<file path="config.mk">
export PLATFORM = sky130hd
export DESIGN_NAME = dmc_protector
export DESIGN_NICKNAME = d
export VERILOG_FILES = /design/src/rtl/dmc_pkg.sv /design/src/rtl/dmc_encoder.sv /design/src/rtl/dmc_syndrome.sv /design/src/rtl/dmc_corrector.sv /design/src/rtl/dmc_protector.sv
export SDC_FILE = /design/constraint.sdc
export NUM_CORES = 1
export LEC_CHECK = 0
export BUFFER_PORTS_ARGS = -buffer_cell sky130_fd_sc_hd__buf_4
export CAP_MARGIN = 30
export CORE_MARGIN = 5
export CORE_UTILIZATION = 50
export DETAILED_ROUTE_END_ITERATION = 12
export GPL_TIMING_DRIVEN = 1
export PLACE_DENSITY_LB_ADDON = 0.08
export SYNTH_ARGS = -nofsm -noshare
export SYNTH_HDL_FRONTEND = slang
export SYNTH_SLANG_ARGS = --single-unit
</file>
<file path="constraint.sdc">
create_clock -name clk -period 7.05 [get_ports clk]
set_input_delay 1.41 -clock clk [delete_from_list [all_inputs] [get_ports clk]]
set_output_delay 1.41 -clock clk [all_outputs]
set_load 0.02 [all_outputs]
</file>
<file path="src/rtl/dmc_pkg.sv">
package dmc_pkg;
  typedef enum logic {
    ENC_WRITE = 1'b0,
    ENC_READ  = 1'b1
  } enc_mode_e;
endpackage

</file>
<file path="src/rtl/dmc_encoder.sv">
module dmc_encoder #(
  parameter int SYM_W = 4,
  parameter int ROWS  = 2,
  parameter int COLS  = 4
) (
  input  logic [SYM_W*ROWS*COLS-1:0]        data,
  output logic [ROWS*(COLS/2)*(SYM_W+1)-1:0] hsum,
  output logic [COLS*SYM_W-1:0]             vpar
);
  localparam int HALF   = COLS / 2;
  localparam int PAIR_W = SYM_W + 1;

  // pair sums: column p joined with column p+HALF in each row
  for (genvar r = 0; r < ROWS; r++) begin : g_row
    for (genvar p = 0; p < HALF; p++) begin : g_pair
      assign hsum[(r*HALF+p)*PAIR_W +: PAIR_W] =
        {1'b0, data[(r*COLS+p)*SYM_W +: SYM_W]} +
        {1'b0, data[(r*COLS+p+HALF)*SYM_W +: SYM_W]};
    end
  end

  // column parity across all rows
  for (genvar c = 0; c < COLS; c++) begin : g_col
    logic [SYM_W-1:0] acc;
    always_comb begin
      acc = '0;
      for (int r = 0; r < ROWS; r++) begin
        acc = acc ^ data[(r*COLS+c)*SYM_W +: SYM_W];
      end
    end
    assign vpar[c*SYM_W +: SYM_W] = acc;
  end
endmodule

</file>
<file path="src/rtl/dmc_syndrome.sv">
module dmc_syndrome #(
  parameter int SYM_W = 4,
  parameter int ROWS  = 2,
  parameter int COLS  = 4
) (
  input  logic [ROWS*(COLS/2)*(SYM_W+1)-1:0] hsum_new,
  input  logic [ROWS*(COLS/2)*(SYM_W+1)-1:0] hsum_old,
  input  logic [COLS*SYM_W-1:0]              vpar_new,
  input  logic [COLS*SYM_W-1:0]              vpar_old,
  output logic [ROWS*(COLS/2)-1:0]           pair_flag,
  output logic [COLS*SYM_W-1:0]              col_syn
);
  localparam int NPAIR  = ROWS * (COLS / 2);
  localparam int PAIR_W = SYM_W + 1;

  // integer difference per pair; any nonzero difference flags it
  for (genvar q = 0; q < NPAIR; q++) begin : g_diff
    logic [PAIR_W:0] diff;
    assign diff = {1'b0, hsum_new[q*PAIR_W +: PAIR_W]} -
                  {1'b0, hsum_old[q*PAIR_W +: PAIR_W]};
    assign pair_flag[q] = |diff;
  end

  assign col_syn = vpar_new ^ vpar_old;
endmodule

</file>
<file path="src/rtl/dmc_corrector.sv">
module dmc_corrector #(
  parameter int SYM_W = 4,
  parameter int ROWS  = 2,
  parameter int COLS  = 4
) (
  input  logic [SYM_W*ROWS*COLS-1:0] raw,
  input  logic [ROWS*(COLS/2)-1:0]   pair_flag,
  input  logic [COLS*SYM_W-1:0]      col_syn,
  output logic [SYM_W*ROWS*COLS-1:0] fixed,
  output logic                       corrected,
  output logic                       uncorrectable
);
  localparam int HALF  = COLS / 2;
  localparam int NPAIR = ROWS * HALF;
  localparam int DW    = SYM_W * ROWS * COLS;
  localparam int CW    = $clog2(ROWS + 1);

  logic [COLS-1:0]  col_nz;
  logic [COLS-1:0]  col_bad;
  logic [NPAIR-1:0] pair_bad;
  logic [DW-1:0]    flip;
  logic             both_nz;
  logic             inconsistent;

  for (genvar c = 0; c < COLS; c++) begin : g_col
    logic [CW-1:0] hits;
    assign col_nz[c] = |col_syn[c*SYM_W +: SYM_W];
    always_comb begin
      hits = '0;
      for (int r = 0; r < ROWS; r++) begin
        hits = hits + CW'(pair_flag[r*HALF + (c % HALF)]);
      end
    end
    // a column with syndrome must point at exactly one row
    assign col_bad[c] = col_nz[c] && (hits != CW'(1));
  end

  for (genvar r = 0; r < ROWS; r++) begin : g_row
    for (genvar p = 0; p < HALF; p++) begin : g_pair
      assign pair_bad[r*HALF+p] = pair_flag[r*HALF+p] && !col_nz[p] && !col_nz[p+HALF];
    end
    for (genvar c = 0; c < COLS; c++) begin : g_sym
      assign flip[(r*COLS+c)*SYM_W +: SYM_W] =
        pair_flag[r*HALF + (c % HALF)] ? col_syn[c*SYM_W +: SYM_W] : '0;
    end
  end

  assign both_nz       = (|pair_flag) && (|col_nz);
  assign inconsistent  = (|col_bad) || (|pair_bad);
  assign corrected     = both_nz && !inconsistent;
  assign uncorrectable = both_nz && inconsistent;
  assign fixed         = corrected ? (raw ^ flip) : raw;
endmodule

</file>
<file path="src/rtl/dmc_protector.sv">
module dmc_protector #(
  parameter int SYM_W = 4,
  parameter int ROWS  = 2,
  parameter int COLS  = 4,
  localparam int DW   = SYM_W * ROWS * COLS,
  localparam int HW   = ROWS * (COLS / 2) * (SYM_W + 1),
  localparam int VW   = COLS * SYM_W
) (
  input  logic          clk,
  input  logic          rst,
  input  logic          wr_en,
  input  logic [DW-1:0] wr_data,
  output logic [HW-1:0] wr_chk_h,
  output logic [VW-1:0] wr_chk_v,
  input  logic          rd_en,
  input  logic [DW-1:0] rd_word,
  input  logic [HW-1:0] rd_chk_h,
  input  logic [VW-1:0] rd_chk_v,
  output logic          rd_valid,
  output logic [DW-1:0] rd_data,
  output logic          rd_corrected,
  output logic          rd_uncorr
);
  import dmc_pkg::*;

  localparam int NPAIR = ROWS * (COLS / 2);

  enc_mode_e        mode;
  logic [DW-1:0]    enc_in;
  logic [HW-1:0]    enc_h;
  logic [VW-1:0]    enc_v;
  logic [NPAIR-1:0] pair_flag;
  logic [VW-1:0]    col_syn;
  logic [DW-1:0]    fixed;
  logic             fix_ok;
  logic             fix_bad;

  // the read strobe claims the single encoder
  assign mode   = rd_en ? ENC_READ : ENC_WRITE;
  assign enc_in = (mode == ENC_READ) ? rd_word : wr_data;

  dmc_encoder #(.SYM_W(SYM_W), .ROWS(ROWS), .COLS(COLS)) u_enc (
    .data (enc_in),
    .hsum (enc_h),
    .vpar (enc_v)
  );

  assign wr_chk_h = (mode == ENC_WRITE && wr_en) ? enc_h : '0;
  assign wr_chk_v = (mode == ENC_WRITE && wr_en) ? enc_v : '0;

  dmc_syndrome #(.SYM_W(SYM_W), .ROWS(ROWS), .COLS(COLS)) u_syn (
    .hsum_new  (enc_h),
    .hsum_old  (rd_chk_h),
    .vpar_new  (enc_v),
    .vpar_old  (rd_chk_v),
    .pair_flag (pair_flag),
    .col_syn   (col_syn)
  );

  dmc_corrector #(.SYM_W(SYM_W), .ROWS(ROWS), .COLS(COLS)) u_cor (
    .raw           (rd_word),
    .pair_flag     (pair_flag),
    .col_syn       (col_syn),
    .fixed         (fixed),
    .corrected     (fix_ok),
    .uncorrectable (fix_bad)
  );

  always_ff @(posedge clk) begin
    if (rst) begin
      rd_valid     <= 1'b0;
      rd_data      <= '0;
      rd_corrected <= 1'b0;
      rd_uncorr    <= 1'b0;
    end else begin
      rd_valid     <= rd_en;
      rd_corrected <= rd_en && fix_ok;
      rd_uncorr    <= rd_en && fix_bad;
      if (rd_en) begin
        rd_data <= fixed;
      end
    end
  end


  valid_follows_chk: assert property (@(posedge clk) disable iff (rst)
    rd_en |=> rd_valid);

  no_stray_valid_chk: assert property (@(posedge clk) disable iff (rst)
    rd_valid |-> $past(rd_en));

  uncorr_raw_chk: assert property (@(posedge clk) disable iff (rst)
    rd_uncorr |-> (rd_data == $past(rd_word)) && !rd_corrected);

  fix_changes_chk: assert property (@(posedge clk) disable iff (rst)
    rd_corrected |-> rd_data != $past(rd_word));

  idle_chk_zero_chk: assert property (@(posedge clk) disable iff (rst)
    !(wr_en && !rd_en) |-> (wr_chk_h == '0) && (wr_chk_v == '0));

  flags_need_valid_chk: assert property (@(posedge clk) disable iff (rst)
    !rd_valid |-> !rd_corrected && !rd_uncorr);
endmodule

</file>
==> results_tabular.tex, run 1 <==
\begin{tabular}{lr}
\hline
Metric & Value \\
\hline
\multicolumn{2}{l}{\textbf{Detailed routing}} \\
Antenna-violating nets left & 0 \\
First-pass iteration count of the detailed router & 5 \\
Routed wire length on met2 & 7330 um \\
Via density per instance & 6.35 \\
Total length of routed met3 wires & 1210 um \\
Total routed wire length on the met1 layer & 6060 um \\
Violation count after the first detailed-routing iteration & 380 \\
DRC violations left & 0 \\
Highest routed metal layer & met4 \\
Drt wl/cell & 19.4 um \\
Total wire length & 15,000 um \\
Total number of vias & 4,924 \\
\multicolumn{2}{l}{\textbf{Layout}} \\
Most frequent standard cell in the layout excluding fill and tap cells & sky130\_fd\_sc\_hd\_\_buf\_4 \\
Number of antenna repair diodes & 0 \\
Synth-to-Final Area Change & 31.9\% \\
Finished Core Util & between 60\% and 70\% \\
Top library cells by usage in the layout, fill and taps aside & sky130\_fd\_sc\_hd\_\_buf\_4 (180), sky130\_fd\_sc\_hd\_\_ha\_1 (36), sky130\_fd\_sc\_hd\_\_dfxtp\_1 (35), sky130\_fd\_sc\_hd\_\_nand3\_1 (34) \\
Fraction of final layout cells sized beyond drive strength 1 & 34.6\% \\
Area of all placed cells without fillers & roughly 5800 um\^{}2 \\
Number of nets in the layout & 810 \\
\multicolumn{2}{l}{\textbf{Floorplanning}} \\
Num ports & 175 \\
Count of standard-cell rows & 34 \\
Starting density of the core & 50.9\% \\
Die Outline Area & approximately 11,000 um\^{}2 \\
Die Y & 104 um \\
Placeable core region & 8640 um\^{}2 \\
Chip Width & slightly above 100 um \\
\multicolumn{2}{l}{\textbf{Status}} \\
Run status & finished, final reports clean \\
\multicolumn{2}{l}{\textbf{STA}} \\
Final worst-path cycle share & 85.0\% \\
Total negative slack for setup checks & 0 ps \\
Final count of pins violating max slew & 0 \\
Final setup viols & 0 \\
RSZ-0062 raised after global routing & false \\
Clock Skews & 0 ps \\
Number of failing hold endpoints at the final stage & 0 \\
FMAX & around 0.17 GHz \\
Slew headroom & approximately two fifths \\
Tightest Pin Transition & between 900 and 1000 ps \\
Final worst path period need & 5990 ps \\
Worst-case setup margin in the final layout & 1060 ps \\
\multicolumn{2}{l}{\textbf{CTS}} \\
Post-CTS Repair Setup Buffers & 0 \\
Hold Buf Count CTS & 0 \\
Clk pin slew, worst setup/hold paths & 70 ps \\
Clock tree from TritonCTS & done \\
Cts repair resizes & 0 \\
Maximum level of the CTS H-tree & 2 \\
Library cell used as clock root buffer & sky130\_fd\_sc\_hd\_\_clkbuf\_8 \\
Number of clock buffers inserted by TritonCTS & 5 \\
Maximum clock path buffer count & 2 \\
Skew-Pair Late Insertion Delay & 290 ps \\
TritonCTS sink count & 35 \\
\multicolumn{2}{l}{\textbf{Worst hold path}} \\
Worst hold endpoint & rd\_data[18]\$\_SDFFE\_PP0P\_ \\
Class of the worst hold path & register to register \\
Depth of the worst hold-timing path & 2 \\
Hold path start & rd\_data[18]\$\_SDFFE\_PP0P\_ \\
\multicolumn{2}{l}{\textbf{Setup path}} \\
Critical setup path kind & input pin to register \\
R2r setup slk & 6150 ps \\
Worst reg2reg endpoint & rd\_data[30]\$\_SDFFE\_PP0P\_ \\
Critical path fanouts, max & 50 \\
Startpoint types & input pin \\
Reg2reg path depth & 3 \\
Required time of the critical path & 7280 ps \\
Worst setup EP type & register \\
Start of the worst register-to-register path & rd\_data[30]\$\_SDFFE\_PP0P\_ \\
Signal arrival time at the worst endpoint & 6220 ps \\
\multicolumn{2}{l}{\textbf{Placed design}} \\
Detailed placer's ending HPWL & 11,700 um \\
Area after DPL & 5690 um\^{}2 \\
RePlAce Congestion & 0.927 \\
Setup slack at placement & about 800 ps \\
Count of port buffers added during placement & 174 \\
\multicolumn{2}{l}{\textbf{Global route}} \\
GRT Residual Overflow & 0 \\
Overall fraction of global-route tracks in use & 26.3\% \\
Maximum number of pins on one net before global-route repair & 51 \\
Wire length of the first global-routing pass & 24,000 um \\
Number of global-route vias before repair & 4,733 \\
Number of antenna violations at the first check in global routing & 0 \\
\multicolumn{2}{l}{\textbf{Logic synthesis}} \\
Sequential-to-total area share from yosys stat & approximately 16\% \\
Nets in the synthesized netlist & about 660 \\
EDFF count, synth & 0 \\
Top cells by area, synth & sky130\_fd\_sc\_hd\_\_dfxtp\_1 (16\%), sky130\_fd\_sc\_hd\_\_ha\_1 (10\%), sky130\_fd\_sc\_hd\_\_mux2\_2 (8.2\%) \\
Cell type contributing the most total cell area after synthesis & sky130\_fd\_sc\_hd\_\_dfxtp\_1 \\
Top\_reg\_cell synth & sky130\_fd\_sc\_hd\_\_dfxtp\_1 \\
Cell Area, Synth & roughly 4400 um\^{}2 \\
Synth async-reset ratio & 0\% \\
Post-Synthesis Cells & about 520 \\
Avg Cell Area, Syn & 8.53 um\^{}2 \\
Total of flip-flops plus latches after synthesis & 35 \\
YS warnings & 0 \\
Fraction of post-synthesis cell area in the top cell type by area & 16.0\% \\
Number of different library cells in the post-synthesis netlist & 54 \\
\multicolumn{2}{l}{\textbf{Pwr}} \\
Maximum vdd drop & 0.0000847 V \\
Cell leakage power & between 2 and 3 nW \\
Power per Cell Area & 158 nW/um\^{}2 \\
\multicolumn{2}{l}{\textbf{Flow run}} \\
Max-cap violation count & 0 \\
\hline
\end{tabular}
-- worst max-delay path by stage --
stage | to | slack, ps | cells past startpoint | start
after floorplan | rd_data[26]$_SDFFE_PP0P_ | 1130 | 18 | rd_en
after global placement | rd_data[25]$_SDFFE_PP0P_ | 920 | 13 | rd_en
after detailed placement | rd_data[25]$_SDFFE_PP0P_ | 800 | 13 | rd_en
after CTS | rd_data[25]$_SDFFE_PP0P_ | 1080 | 13 | rd_en
after global routing | rd_data[26]$_SDFFE_PP0P_ | 810 | 13 | rd_en
final | rd_data[25]$_SDFFE_PP0P_ | 1060 | 13 | rd_en
-- power breakdown --
group	leakage, nW	internal [mW]	switching (mW)	total (mW)
Sequential	0.292	0.222	0.0153	0.238
Combinational	2.29	0.230	0.283	0.513
Clock	0.0515	0.0893	0.0762	0.166
Total	2.64	0.541	0.374	0.916
-- kinds of logic (layout without fill, tap and decap cells) --
| kind of cell | count (synthesis) | count (layout) | share of synthesized area [%] |
|---|---|---|---|
| adder cells (fa/ha/maj) | 40 | 40 | 12.1 |
| buffers and inverters | 63 | 215 | 6.58 |
| multiplexers | 40 | 40 | 10.1 |
| XOR/XNOR | 48 | 48 | 12.0 |
| flip-flops | 35 | 35 | 16.0 |
| AO/OA/AOI/OAI | 125 | 125 | 21.6 |
| AND/OR/NAND/NOR | 164 | 164 | 21.7 |
-- registers in the layout (all words and copies together) (netlist names) --
| register | cells |
|---|---|
| rd_valid | 1 |
| rd_uncorr | 1 |
| rd_data | 32 |
| rd_corrected | 1 |
-- critical path, cell delays in order --
cell	delay, ps
sky130_fd_sc_hd__buf_4	470
sky130_fd_sc_hd__mux2_2	400
sky130_fd_sc_hd__ha_1	220
sky130_fd_sc_hd__fa_1	400
sky130_fd_sc_hd__a21o_1	170
sky130_fd_sc_hd__a21o_1	180
sky130_fd_sc_hd__ha_1	320
sky130_fd_sc_hd__a2111o_1	440
sky130_fd_sc_hd__a2111oi_2	520
sky130_fd_sc_hd__nand2_1	250
sky130_fd_sc_hd__or4_1	840
sky130_fd_sc_hd__a2111o_1	460
sky130_fd_sc_hd__nand3_1	90
-- routing by layer --
metal | vias to the layer above | global-route usage (%)
li1 | 2298 | -
met1 | 2347 | 33.3
met2 | 244 | 44.5
met3 | 35 | 5.97
met4 | 0 | 7.77
met5 | - | 0
-- synthesized netlist by cell type, drive strengths merged (10+ instances only) --
cell	instances
ha	36
xnor2	36
dfxtp	35
nand4	35
nand3	34
mux2	32
clkbuf	27
inv	27
o21ai	27
and2	20
nor2	17
nor4	17
a31oi	16
a32o	16
a32oi	16
a21o	13
a2111o	10
a21oi	10
nor3	10
-- final cells by class --
class,instances,area [um^2]
multi-input combinational,417,3400
fill,756,2840
timing repair buffer,180,1350
sequential,35,701
tap,108,135
inverter,27,101
clock buffer,8,100
-- metrics by stage --
step | hold slack, ps | power, mW | instances
global placement | 472 | 0.737 | 767
finish | 491 | 0.916 | 775
floorplan | 602 | 0.560 | 515
detailed placement | 467 | 0.751 | 767
global route | 519 | 0.977 | 775
CTS | 488 | 0.915 | 775
(Power assumes the default switching activity.)
==> inputs of run 2 (changes only) <==
--- a/config.mk
+++ b/config.mk
@@ -7,8 +7,10 @@
 export LEC_CHECK = 0
 export BUFFER_PORTS_ARGS = -buffer_cell sky130_fd_sc_hd__buf_4
 export CAP_MARGIN = 30
+export CELL_PAD_IN_SITES_DETAIL_PLACEMENT = 1
+export CELL_PAD_IN_SITES_GLOBAL_PLACEMENT = 1
 export CORE_MARGIN = 5
-export CORE_UTILIZATION = 50
+export CORE_UTILIZATION = 39
 export DETAILED_ROUTE_END_ITERATION = 12
 export GPL_TIMING_DRIVEN = 1
 export PLACE_DENSITY_LB_ADDON = 0.08
==> constraint.sdc (replaced) <==
create_clock -name clk -period 7.15 [get_ports clk]
set_input_delay 1.43 -clock clk [delete_from_list [all_inputs] [get_ports clk]]
set_output_delay 1.43 -clock clk [all_outputs]
set_load 0.02 [all_outputs]
==> run 2 against run 1 <==
Net effect:
- sequential share of layout area down 0.20 points
- clock-buffer cell count unchanged
- largest cell class unchanged
- critical path depth unchanged
- hold slack worse by 2.1 ps
- critical endpoint is now rd_data[19]$_SDFFE_PP0P_
- critical path type unchanged
- final area up 1.7%
- clock skew unchanged
- sequential cell count unchanged
- global-route usage down 1.4 points
- core utilization down 13 points
- largest power group unchanged
==> results_tabular.tex, run 2 (same netlist as run 1, synthesis figures left out) <==
\begin{tabular}{lr}
\hline
Metric & Value \\
\hline
\multicolumn{2}{l}{\textbf{Layout}} \\
Synth-to-Final Area Change & 34.1\% \\
Most frequent standard cell in the layout excluding fill and tap cells & sky130\_fd\_sc\_hd\_\_buf\_4 \\
Top library cells by usage in the layout, fill and taps aside & sky130\_fd\_sc\_hd\_\_buf\_4 (180), sky130\_fd\_sc\_hd\_\_ha\_1 (36), sky130\_fd\_sc\_hd\_\_dfxtp\_1 (35), sky130\_fd\_sc\_hd\_\_nand3\_1 (34) \\
Number of nets in the layout & 810 (unchanged) \\
Number of antenna repair diodes & 0 (unchanged) \\
Flip-flop count of the largest register, all copies and words added & 32 (unchanged) \\
Largest Register & rd\_data \\
Fraction of final layout cells sized beyond drive strength 1 & 34.6\% (unchanged) \\
\multicolumn{2}{l}{\textbf{Setup path}} \\
Worst setup EP type & register \\
Start of the worst register-to-register path & rd\_data[20]\$\_SDFFE\_PP0P\_ \\
Critical path fanouts, max & 50 (unchanged) \\
Critical setup path kind & input pin to register \\
Signal arrival time at the worst endpoint & 6350 ps (+130 ps) \\
Critical path origin & rd\_en \\
Required time of the critical path & 7370 ps (+90 ps) \\
Startpoint types & input pin \\
\multicolumn{2}{l}{\textbf{Floorplanning}} \\
Die Y & 116 um (+12\%) \\
Num ports & 175 (unchanged) \\
Count of standard-cell rows & 38 (+12\%) \\
Die Outline Area & 13,500 um\^{}2 (+25\%) \\
Chip Width & 116 um (+12\%) \\
Starting density of the core & 40.2\% (-11 points) \\
Placeable core region & 10,900 um\^{}2 (+27\%) \\
\multicolumn{2}{l}{\textbf{CTS}} \\
Number of clock buffers inserted by TritonCTS & 5 (unchanged) \\
Hold Buf Count CTS & 0 (unchanged) \\
Library cell used as clock root buffer & sky130\_fd\_sc\_hd\_\_clkbuf\_16 \\
Clock tree from TritonCTS & done \\
Clk pin slew, worst setup/hold paths & 60 ps (about the same) \\
Maximum level of the CTS H-tree & 2 (unchanged) \\
TritonCTS sink count & 35 (unchanged) \\
Skew-Pair Late Insertion Delay & 280 ps (about the same) \\
Post-CTS Repair Setup Buffers & 0 (unchanged) \\
Maximum clock path buffer count & 2 (unchanged) \\
Cts repair resizes & 0 (unchanged) \\
\multicolumn{2}{l}{\textbf{Placed design}} \\
RePlAce Congestion & 0.888 (-4.2\%) \\
Detailed placer's ending HPWL & 13,700 um (+17\%) \\
Count of port buffers added during placement & 174 (unchanged) \\
\multicolumn{2}{l}{\textbf{Global route}} \\
Number of global-route vias before repair & 5,121 (+8.2\%) \\
GRT Residual Overflow & 0 (unchanged) \\
Wire length of the first global-routing pass & 26,800 um (+11\%) \\
GR Util met2 & 46.2\% (+1.7 points) \\
Met3 track demand over resource in global routing & 3.73\% (-2.2 points) \\
Met1 global-route usage & 30.1\% (-3.2 points) \\
Maximum number of pins on one net before global-route repair & 52 (+2.0\%) \\
Number of antenna violations at the first check in global routing & 0 (unchanged) \\
Most used routing layer in global routing & met2 \\
Overall fraction of global-route tracks in use & 25.0\% (-1.4 points) \\
\multicolumn{2}{l}{\textbf{STA}} \\
Clock Skews & 0 ps (unchanged) \\
RSZ-0062 raised after global routing & false \\
Final worst path period need & 6130 ps \\
Tightest Pin Transition & 1030 ps (+120 ps) \\
Number of failing hold endpoints at the final stage & 0 (unchanged) \\
Final setup viols & 0 (unchanged) \\
Final worst-path cycle share & a little under nine tenths \\
Total negative slack for setup checks & 0 ps (unchanged) \\
FMAX & 0.163 GHz \\
Final count of pins violating max slew & 0 (unchanged) \\
Slew headroom & 31.6\% (-8.0 points) \\
\multicolumn{2}{l}{\textbf{Detailed routing}} \\
Total wire length & 17,400 um (+16\%) \\
Drt wl/cell & 21.6 um (+12\%) \\
First-pass iteration count of the detailed router & 7 (+2) \\
Violation count after the first detailed-routing iteration & 269 (-29\%) \\
Via density per instance & 6.17 (-2.9\%) \\
Antenna-violating nets left & 0 (unchanged) \\
DRC violations left & 0 (unchanged) \\
Total number of vias & 4,979 (+1.1\%) \\
\multicolumn{2}{l}{\textbf{Status}} \\
Run status & finished, final reports clean \\
\multicolumn{2}{l}{\textbf{Worst hold path}} \\
Hold path start & rd\_data[11]\$\_SDFFE\_PP0P\_ \\
Class of the worst hold path & register to register \\
\multicolumn{2}{l}{\textbf{Pwr}} \\
Power per Cell Area & 168 nW/um\^{}2 (+6.3\%) \\
Post-layout power & 989 uW (+8.0\%) \\
Maximum vdd drop & 0.000105 V (+24\%) \\
Cell leakage power & 2.66 nW (+0.97\%) \\
\multicolumn{2}{l}{\textbf{Flow run}} \\
Max-cap violation count & 0 (unchanged) \\
\hline
\end{tabular}
## run 2: cell count changes in the layout (fill, tap and decap cells not counted)
cell,previous run,this run
sky130_fd_sc_hd__clkbuf_16,0,5
sky130_fd_sc_hd__clkbuf_8,7,2
## run 2: cell type report
| cell class | count | area, um^2 |
|---|---|---|
| timing repair buffer | 180 | 1350 |
| tap | 140 | 175 |
| multi-input combinational | 417 | 3400 |
| sequential | 35 | 701 |
| fill | 1331 | 5050 |
| inverter | 27 | 101 |
| clock buffer | 8 | 156 |
## run 2: metal layers
metal  routed length [um]  part of all wire (%)  up-vias
met5                    0                     0        -
met4                  416                   2.4        0
met3                 1290                   7.4       29
met2                 8820                    51      227
met1                 6920                    40     2417
li1                     -                     -     2306
## run 2: critical path, stage by stage
cell	delay, ps
sky130_fd_sc_hd__buf_4	500
sky130_fd_sc_hd__mux2_2	410
sky130_fd_sc_hd__ha_1	220
sky130_fd_sc_hd__fa_1	410
sky130_fd_sc_hd__a21o_1	170
sky130_fd_sc_hd__a21o_1	180
sky130_fd_sc_hd__ha_1	310
sky130_fd_sc_hd__a2111o_1	440
sky130_fd_sc_hd__a2111oi_2	570
sky130_fd_sc_hd__nand2_1	270
sky130_fd_sc_hd__or4_1	830
sky130_fd_sc_hd__a2111o_1	490
sky130_fd_sc_hd__nand3_1	90
## run 2: where the power goes
| part | leakage [nW] | switching, mW | internal, mW |
|---|---|---|---|
| Clock | 0.0772 | 0.0852 | 0.149 |
| Sequential | 0.292 | 0.0159 | 0.220 |
| Combinational | 2.29 | 0.293 | 0.227 |
## run 2: final timing paths
path	to	slack, ps	cells after the start
min	rd_data[11]$_SDFFE_PP0P_	490	2
min reg2reg	rd_data[11]$_SDFFE_PP0P_	490	2
max reg2reg	rd_data[20]$_SDFFE_PP0P_	6230	3
max	rd_data[19]$_SDFFE_PP0P_	1020	13
## run 2: stage by stage
step	cells	area [um^2]	worst slack (ps)	utilization (%)	hold slack, ps
floorplan	515	4390	1210	-	602
global placement	799	5730	974	52.4	475
detailed placement	799	5730	802	52.4	470
CTS	807	5890	1070	53.9	487
global route	807	5890	791	53.9	512
finish	807	5890	1020	53.9	489
==> inputs of run 3 (changes only) <==
--- a/config.mk
+++ b/config.mk
@@ -5,15 +5,17 @@
 export SDC_FILE = /design/constraint.sdc
 export NUM_CORES = 1
 export LEC_CHECK = 0
+export ABC_AREA = 1
 export BUFFER_PORTS_ARGS = -buffer_cell sky130_fd_sc_hd__buf_4
 export CAP_MARGIN = 30
 export CELL_PAD_IN_SITES_DETAIL_PLACEMENT = 1
 export CELL_PAD_IN_SITES_GLOBAL_PLACEMENT = 1
 export CORE_MARGIN = 5
-export CORE_UTILIZATION = 39
+export CORE_UTILIZATION = 37
 export DETAILED_ROUTE_END_ITERATION = 12
 export GPL_TIMING_DRIVEN = 1
-export PLACE_DENSITY_LB_ADDON = 0.08
+export PLACE_DENSITY_LB_ADDON = 0.1
+export SKIP_LAST_GASP = 1
 export SYNTH_ARGS = -nofsm -noshare
 export SYNTH_HDL_FRONTEND = slang
 export SYNTH_SLANG_ARGS = --single-unit
==> run 3 against run 2 <==
Net effect:
- die area increased by 30%
- critical path type unchanged
- clock-buffer cell count unchanged
- clock skew did not move
- sequential cell count stayed put
- largest cell class unchanged
- combinational power rose by 7.5%
- critical endpoint is now rd_data[20]$_SDFFE_PP0P_
- cell count increased by 73%
- area after synthesis is 26% higher
- first-iteration DRC count grew 39%
- critical path depth up 12
- synthesized cell count increased by 110%
- global-route usage decreased by 1.5 points
- highest routed layer unchanged
==> results_tabular.tex, run 3 <==
\begin{tabular}{lr}
\hline
Metric & Value \\
\hline
\multicolumn{2}{l}{\textbf{Logic synthesis}} \\
Avg Cell Area, Syn & 5.21 um\^{}2 (-39\%) \\
Nets in the synthesized netlist & 1,206 (+83\%) \\
Post-Synthesis Cells & 1,062 (+110\%) \\
Synthesized-area fraction occupied by ao, oa, aoi and oai cells & 4.91\% (-17 points) \\
Cell Area, Synth & 5530 um\^{}2 (+26\%) \\
Synth async-reset ratio & 0\% (unchanged) \\
Cell type contributing the most total cell area after synthesis & sky130\_fd\_sc\_hd\_\_nand2\_1 \\
Mux contribution to synthesized area & 0\% (-10 points) \\
Top cells by area, synth & sky130\_fd\_sc\_hd\_\_nand2\_1 (29\%), sky130\_fd\_sc\_hd\_\_dfxtp\_1 (13\%), sky130\_fd\_sc\_hd\_\_inv\_1 (11\%) \\
Number of different library cells in the post-synthesis netlist & 27 (-50\%) \\
Fraction of post-synthesis cell area in the top cell type by area & 28.7\% (+13 points) \\
YS warnings & 0 (unchanged) \\
Leading post-synthesis cells by instance count & sky130\_fd\_sc\_hd\_\_nand2\_1 (423), sky130\_fd\_sc\_hd\_\_inv\_1 (168), sky130\_fd\_sc\_hd\_\_nand3\_1 (112), sky130\_fd\_sc\_hd\_\_nor2\_1 (106), sky130\_fd\_sc\_hd\_\_ha\_1 (36) \\
Dominant combinational cell family by area after synthesis & simple AND/OR/NAND/NOR gates \\
Top\_reg\_cell synth & sky130\_fd\_sc\_hd\_\_dfxtp\_1 \\
Top-count cell post-synth & sky130\_fd\_sc\_hd\_\_nand2\_1 \\
Adder-cell area share of the yosys netlist & 9.59\% (-2.5 points) \\
Share of synthesized cell area in and, or, nand and nor gates & 51.4\% (+30 points) \\
Xor/xnor cell area share of the yosys netlist & 5.70\% (-6.3 points) \\
Sequential-to-total area share from yosys stat & 12.7\% (-3.3 points) \\
Total of flip-flops plus latches after synthesis & 35 (unchanged) \\
EDFF count, synth & 0 (unchanged) \\
\multicolumn{2}{l}{\textbf{STA}} \\
RSZ-0062 raised after global routing & false \\
FMAX & 0.172 GHz (+5.5\%) \\
Final worst-path cycle share & 81.2\% (-4.4 points) \\
Clock Skews & 0 ps (unchanged) \\
Final worst path period need & 5810 ps (-317 ps) \\
Number of failing hold endpoints at the final stage & 0 (unchanged) \\
Final count of pins violating max slew & 0 (unchanged) \\
Tightest Pin Transition & 517 ps (-509 ps) \\
Worst-case setup margin in the final layout & 1340 ps (+317 ps) \\
Hold WS & 554 ps (+65.2 ps) \\
Slew headroom & 65.6\% (+34 points) \\
Total negative slack for setup checks & 0 ps (unchanged) \\
Final setup viols & 0 (unchanged) \\
\multicolumn{2}{l}{\textbf{CTS}} \\
Skew-Pair Late Insertion Delay & 270 ps (about the same) \\
Post-CTS Repair Setup Buffers & 0 (unchanged) \\
Maximum clock path buffer count & 2 (unchanged) \\
Library cell used as clock root buffer & sky130\_fd\_sc\_hd\_\_clkbuf\_16 \\
Clock tree from TritonCTS & done \\
Clk pin slew, worst setup/hold paths & 50 ps (about the same) \\
Cts repair resizes & 0 (unchanged) \\
Number of clock buffers inserted by TritonCTS & 5 (unchanged) \\
Maximum level of the CTS H-tree & 2 (unchanged) \\
TritonCTS sink count & 35 (unchanged) \\
Hold Buf Count CTS & 0 (unchanged) \\
\multicolumn{2}{l}{\textbf{Detailed routing}} \\
Total number of vias & 7,019 (+41\%) \\
Violation count after the first detailed-routing iteration & 374 (+39\%) \\
Via density per instance & 5.02 (-19\%) \\
DRC violations left & 0 (unchanged) \\
Total wire length & 21,200 um (+22\%) \\
Drt wl/cell & 15.2 um (-30\%) \\
First-pass iteration count of the detailed router & 4 (-3) \\
Antenna-violating nets left & 0 (unchanged) \\
\multicolumn{2}{l}{\textbf{Layout}} \\
Flip-flop count of the largest register, all copies and words added & 32 (unchanged) \\
Most frequent standard cell in the layout excluding fill and tap cells & sky130\_fd\_sc\_hd\_\_nand2\_1 \\
Top library cells by usage in the layout, fill and taps aside & sky130\_fd\_sc\_hd\_\_nand2\_1 (423), sky130\_fd\_sc\_hd\_\_buf\_4 (184), sky130\_fd\_sc\_hd\_\_inv\_1 (168), sky130\_fd\_sc\_hd\_\_nand3\_1 (112), sky130\_fd\_sc\_hd\_\_nor2\_1 (106) \\
Number of antenna repair diodes & 0 (unchanged) \\
Synth-to-Final Area Change & 28.0\% \\
Largest Register & rd\_data \\
Fraction of final layout cells sized beyond drive strength 1 & 16.5\% (-18 points) \\
Number of nets in the layout & 1,358 (+68\%) \\
\multicolumn{2}{l}{\textbf{Floorplanning}} \\
Count of standard-cell rows & 44 (+16\%) \\
Num ports & 175 (unchanged) \\
Die Y & 132 um (+14\%) \\
Starting density of the core & 37.9\% (-2.3 points) \\
Placeable core region & 14,600 um\^{}2 (+33\%) \\
Die Outline Area & 17,500 um\^{}2 (+30\%) \\
Chip Width & 132 um (+14\%) \\
\multicolumn{2}{l}{\textbf{Setup path}} \\
Reg2reg path depth & 4 (+1) \\
Critical path origin & rd\_en \\
Worst setup EP type & register \\
Critical path fanouts, max & 51 (+2.0\%) \\
Critical Path Max Stage Delay & 430 ps (-400 ps) \\
Number of buffers and inverters on the critical path & 6 (+5) \\
Required time of the critical path & 7330 ps (-40 ps) \\
R2r setup slk & 6440 ps (+210 ps) \\
Largest delay contributor family on the critical path & simple AND/OR/NAND/NOR gates \\
Signal arrival time at the worst endpoint & 5980 ps (-370 ps) \\
Start of the worst register-to-register path & rd\_data[16]\$\_SDFFE\_PP0P\_ \\
Worst reg2reg endpoint & rd\_data[16]\$\_SDFFE\_PP0P\_ \\
Startpoint types & input pin \\
Crit path max-delay cell type & sky130\_fd\_sc\_hd\_\_buf\_4 \\
Critical setup path kind & input pin to register \\
Most repeated library cell on the critical path & sky130\_fd\_sc\_hd\_\_nand2\_1 \\
\multicolumn{2}{l}{\textbf{Pwr}} \\
Power per Cell Area & 141 nW/um\^{}2 (-16\%) \\
Proportion of total power due to net switching & 42.8\% (+3.0 points) \\
Maximum vdd drop & 0.0000816 V (-22\%) \\
Power share of the clock group & 22.5\% (-1.1 points) \\
Total internal power & 573 uW (-3.8\%) \\
Switching pwr & 428 uW (+8.7\%) \\
Post-layout power & 1.00 mW (+1.2\%) \\
Share of power burned in combinational logic & 55.9\% (+3.3 points) \\
Cell leakage power & 4.48 nW (+68\%) \\
Proportion of power drawn by flip-flops and latches & 21.7\% (-2.1 points) \\
\multicolumn{2}{l}{\textbf{Worst hold path}} \\
Class of the worst hold path & register to register \\
Hold path start & rd\_data[9]\$\_SDFFE\_PP0P\_ \\
Worst hold endpoint & rd\_data[9]\$\_SDFFE\_PP0P\_ \\
Depth of the worst hold-timing path & 4 (+2) \\
\multicolumn{2}{l}{\textbf{Global route}} \\
Number of antenna violations at the first check in global routing & 0 (unchanged) \\
Wire length of the first global-routing pass & 34,800 um (+30\%) \\
Maximum number of pins on one net before global-route repair & 53 (+1.9\%) \\
Number of global-route vias before repair & 7,256 (+42\%) \\
Overall fraction of global-route tracks in use & 23.5\% (-1.5 points) \\
GRT Residual Overflow & 0 (unchanged) \\
\multicolumn{2}{l}{\textbf{Placed design}} \\
Count of port buffers added during placement & 174 (unchanged) \\
RePlAce Congestion & 0.886 (-0.25\%) \\
Setup slack at placement & 1110 ps (+313 ps) \\
Detailed placer's ending HPWL & 17,700 um (+29\%) \\
\multicolumn{2}{l}{\textbf{Flow run}} \\
Max-cap violation count & 0 (unchanged) \\
\multicolumn{2}{l}{\textbf{Status}} \\
Run status & finished, final reports clean \\
\hline
\end{tabular}
-- run 3: routing by layer --
metal  part of all wire (%)  track usage (%)  vias to the layer above
met4                    2.0             4.58                        0
met5                      0                0                        -
met3                    4.8             4.31                       30
met2                     52             44.7                      158
met1                     41             27.2                     3255
li1                       -                -                     3576
-- run 3: per-stage QoR --
step / utilization [%] / instance area, um^2 / instances
finish: 48.5 / 7080 / 1399
global route: 48.5 / 7080 / 1399
CTS: 48.5 / 7080 / 1399
detailed placement: 47.5 / 6920 / 1391
global placement: 47.5 / 6920 / 1391
floorplan: - / 5530 / 1062
-- run 3: area by class of cell --
| cell class | instances | area [um^2] |
|---|---|---|
| inverters | 173 | 649 |
| multi-input cells | 815 | 3960 |
| repair buffers | 184 | 1380 |
| clock buffers | 8 | 156 |
| well taps | 184 | 230 |
| flip-flops and latches | 35 | 701 |
| fillers | 2159 | 7510 |
-- run 3: kinds of logic after synthesis --
kind of cell | Yosys count
compound gates | 53
xor+xnor | 36
buf+inv | 212
simple gates | 686
fa+ha+maj | 40
flops | 35
-- run 3: worst max path at each step --
| stage | endpoint | slack (ps) | depth (start not counted) |
|---|---|---|---|
| 2_1_floorplan | rd_data[0]$_SDFFE_PP0P_ | 2460 | 26 |
| 3_3_place_gp | rd_data[3]$_SDFFE_PP0P_ | 1170 | 25 |
| 3_5_place_dp | rd_data[31]$_SDFFE_PP0P_ | 1110 | 25 |
| 4_1_cts | rd_data[20]$_SDFFE_PP0P_ | 1340 | 25 |
| 5_1_grt | rd_data[20]$_SDFFE_PP0P_ | 740 | 27 |
| 6_report | rd_data[20]$_SDFFE_PP0P_ | 1340 | 25 |
-- run 3: power groups by stage --
stage | Combinational [mW] | Clock [mW] | Sequential, mW
after floorplan | 0.352 | 0 | 0.235
after global placement | 0.549 | 0 | 0.221
after global routing | 0.636 | 0.238 | 0.218
final | 0.559 | 0.225 | 0.217
after detailed placement | 0.560 | 0 | 0.221
after CTS | 0.564 | 0.229 | 0.217
-- run 3: worst reg2reg max path, cell delays in order (launching register included) --
cell                      delay, ps
sky130_fd_sc_hd__dfxtp_1        310
sky130_fd_sc_hd__nor2_1         110
sky130_fd_sc_hd__nor2_1          70
sky130_fd_sc_hd__nand2_1         80
sky130_fd_sc_hd__inv_1           40
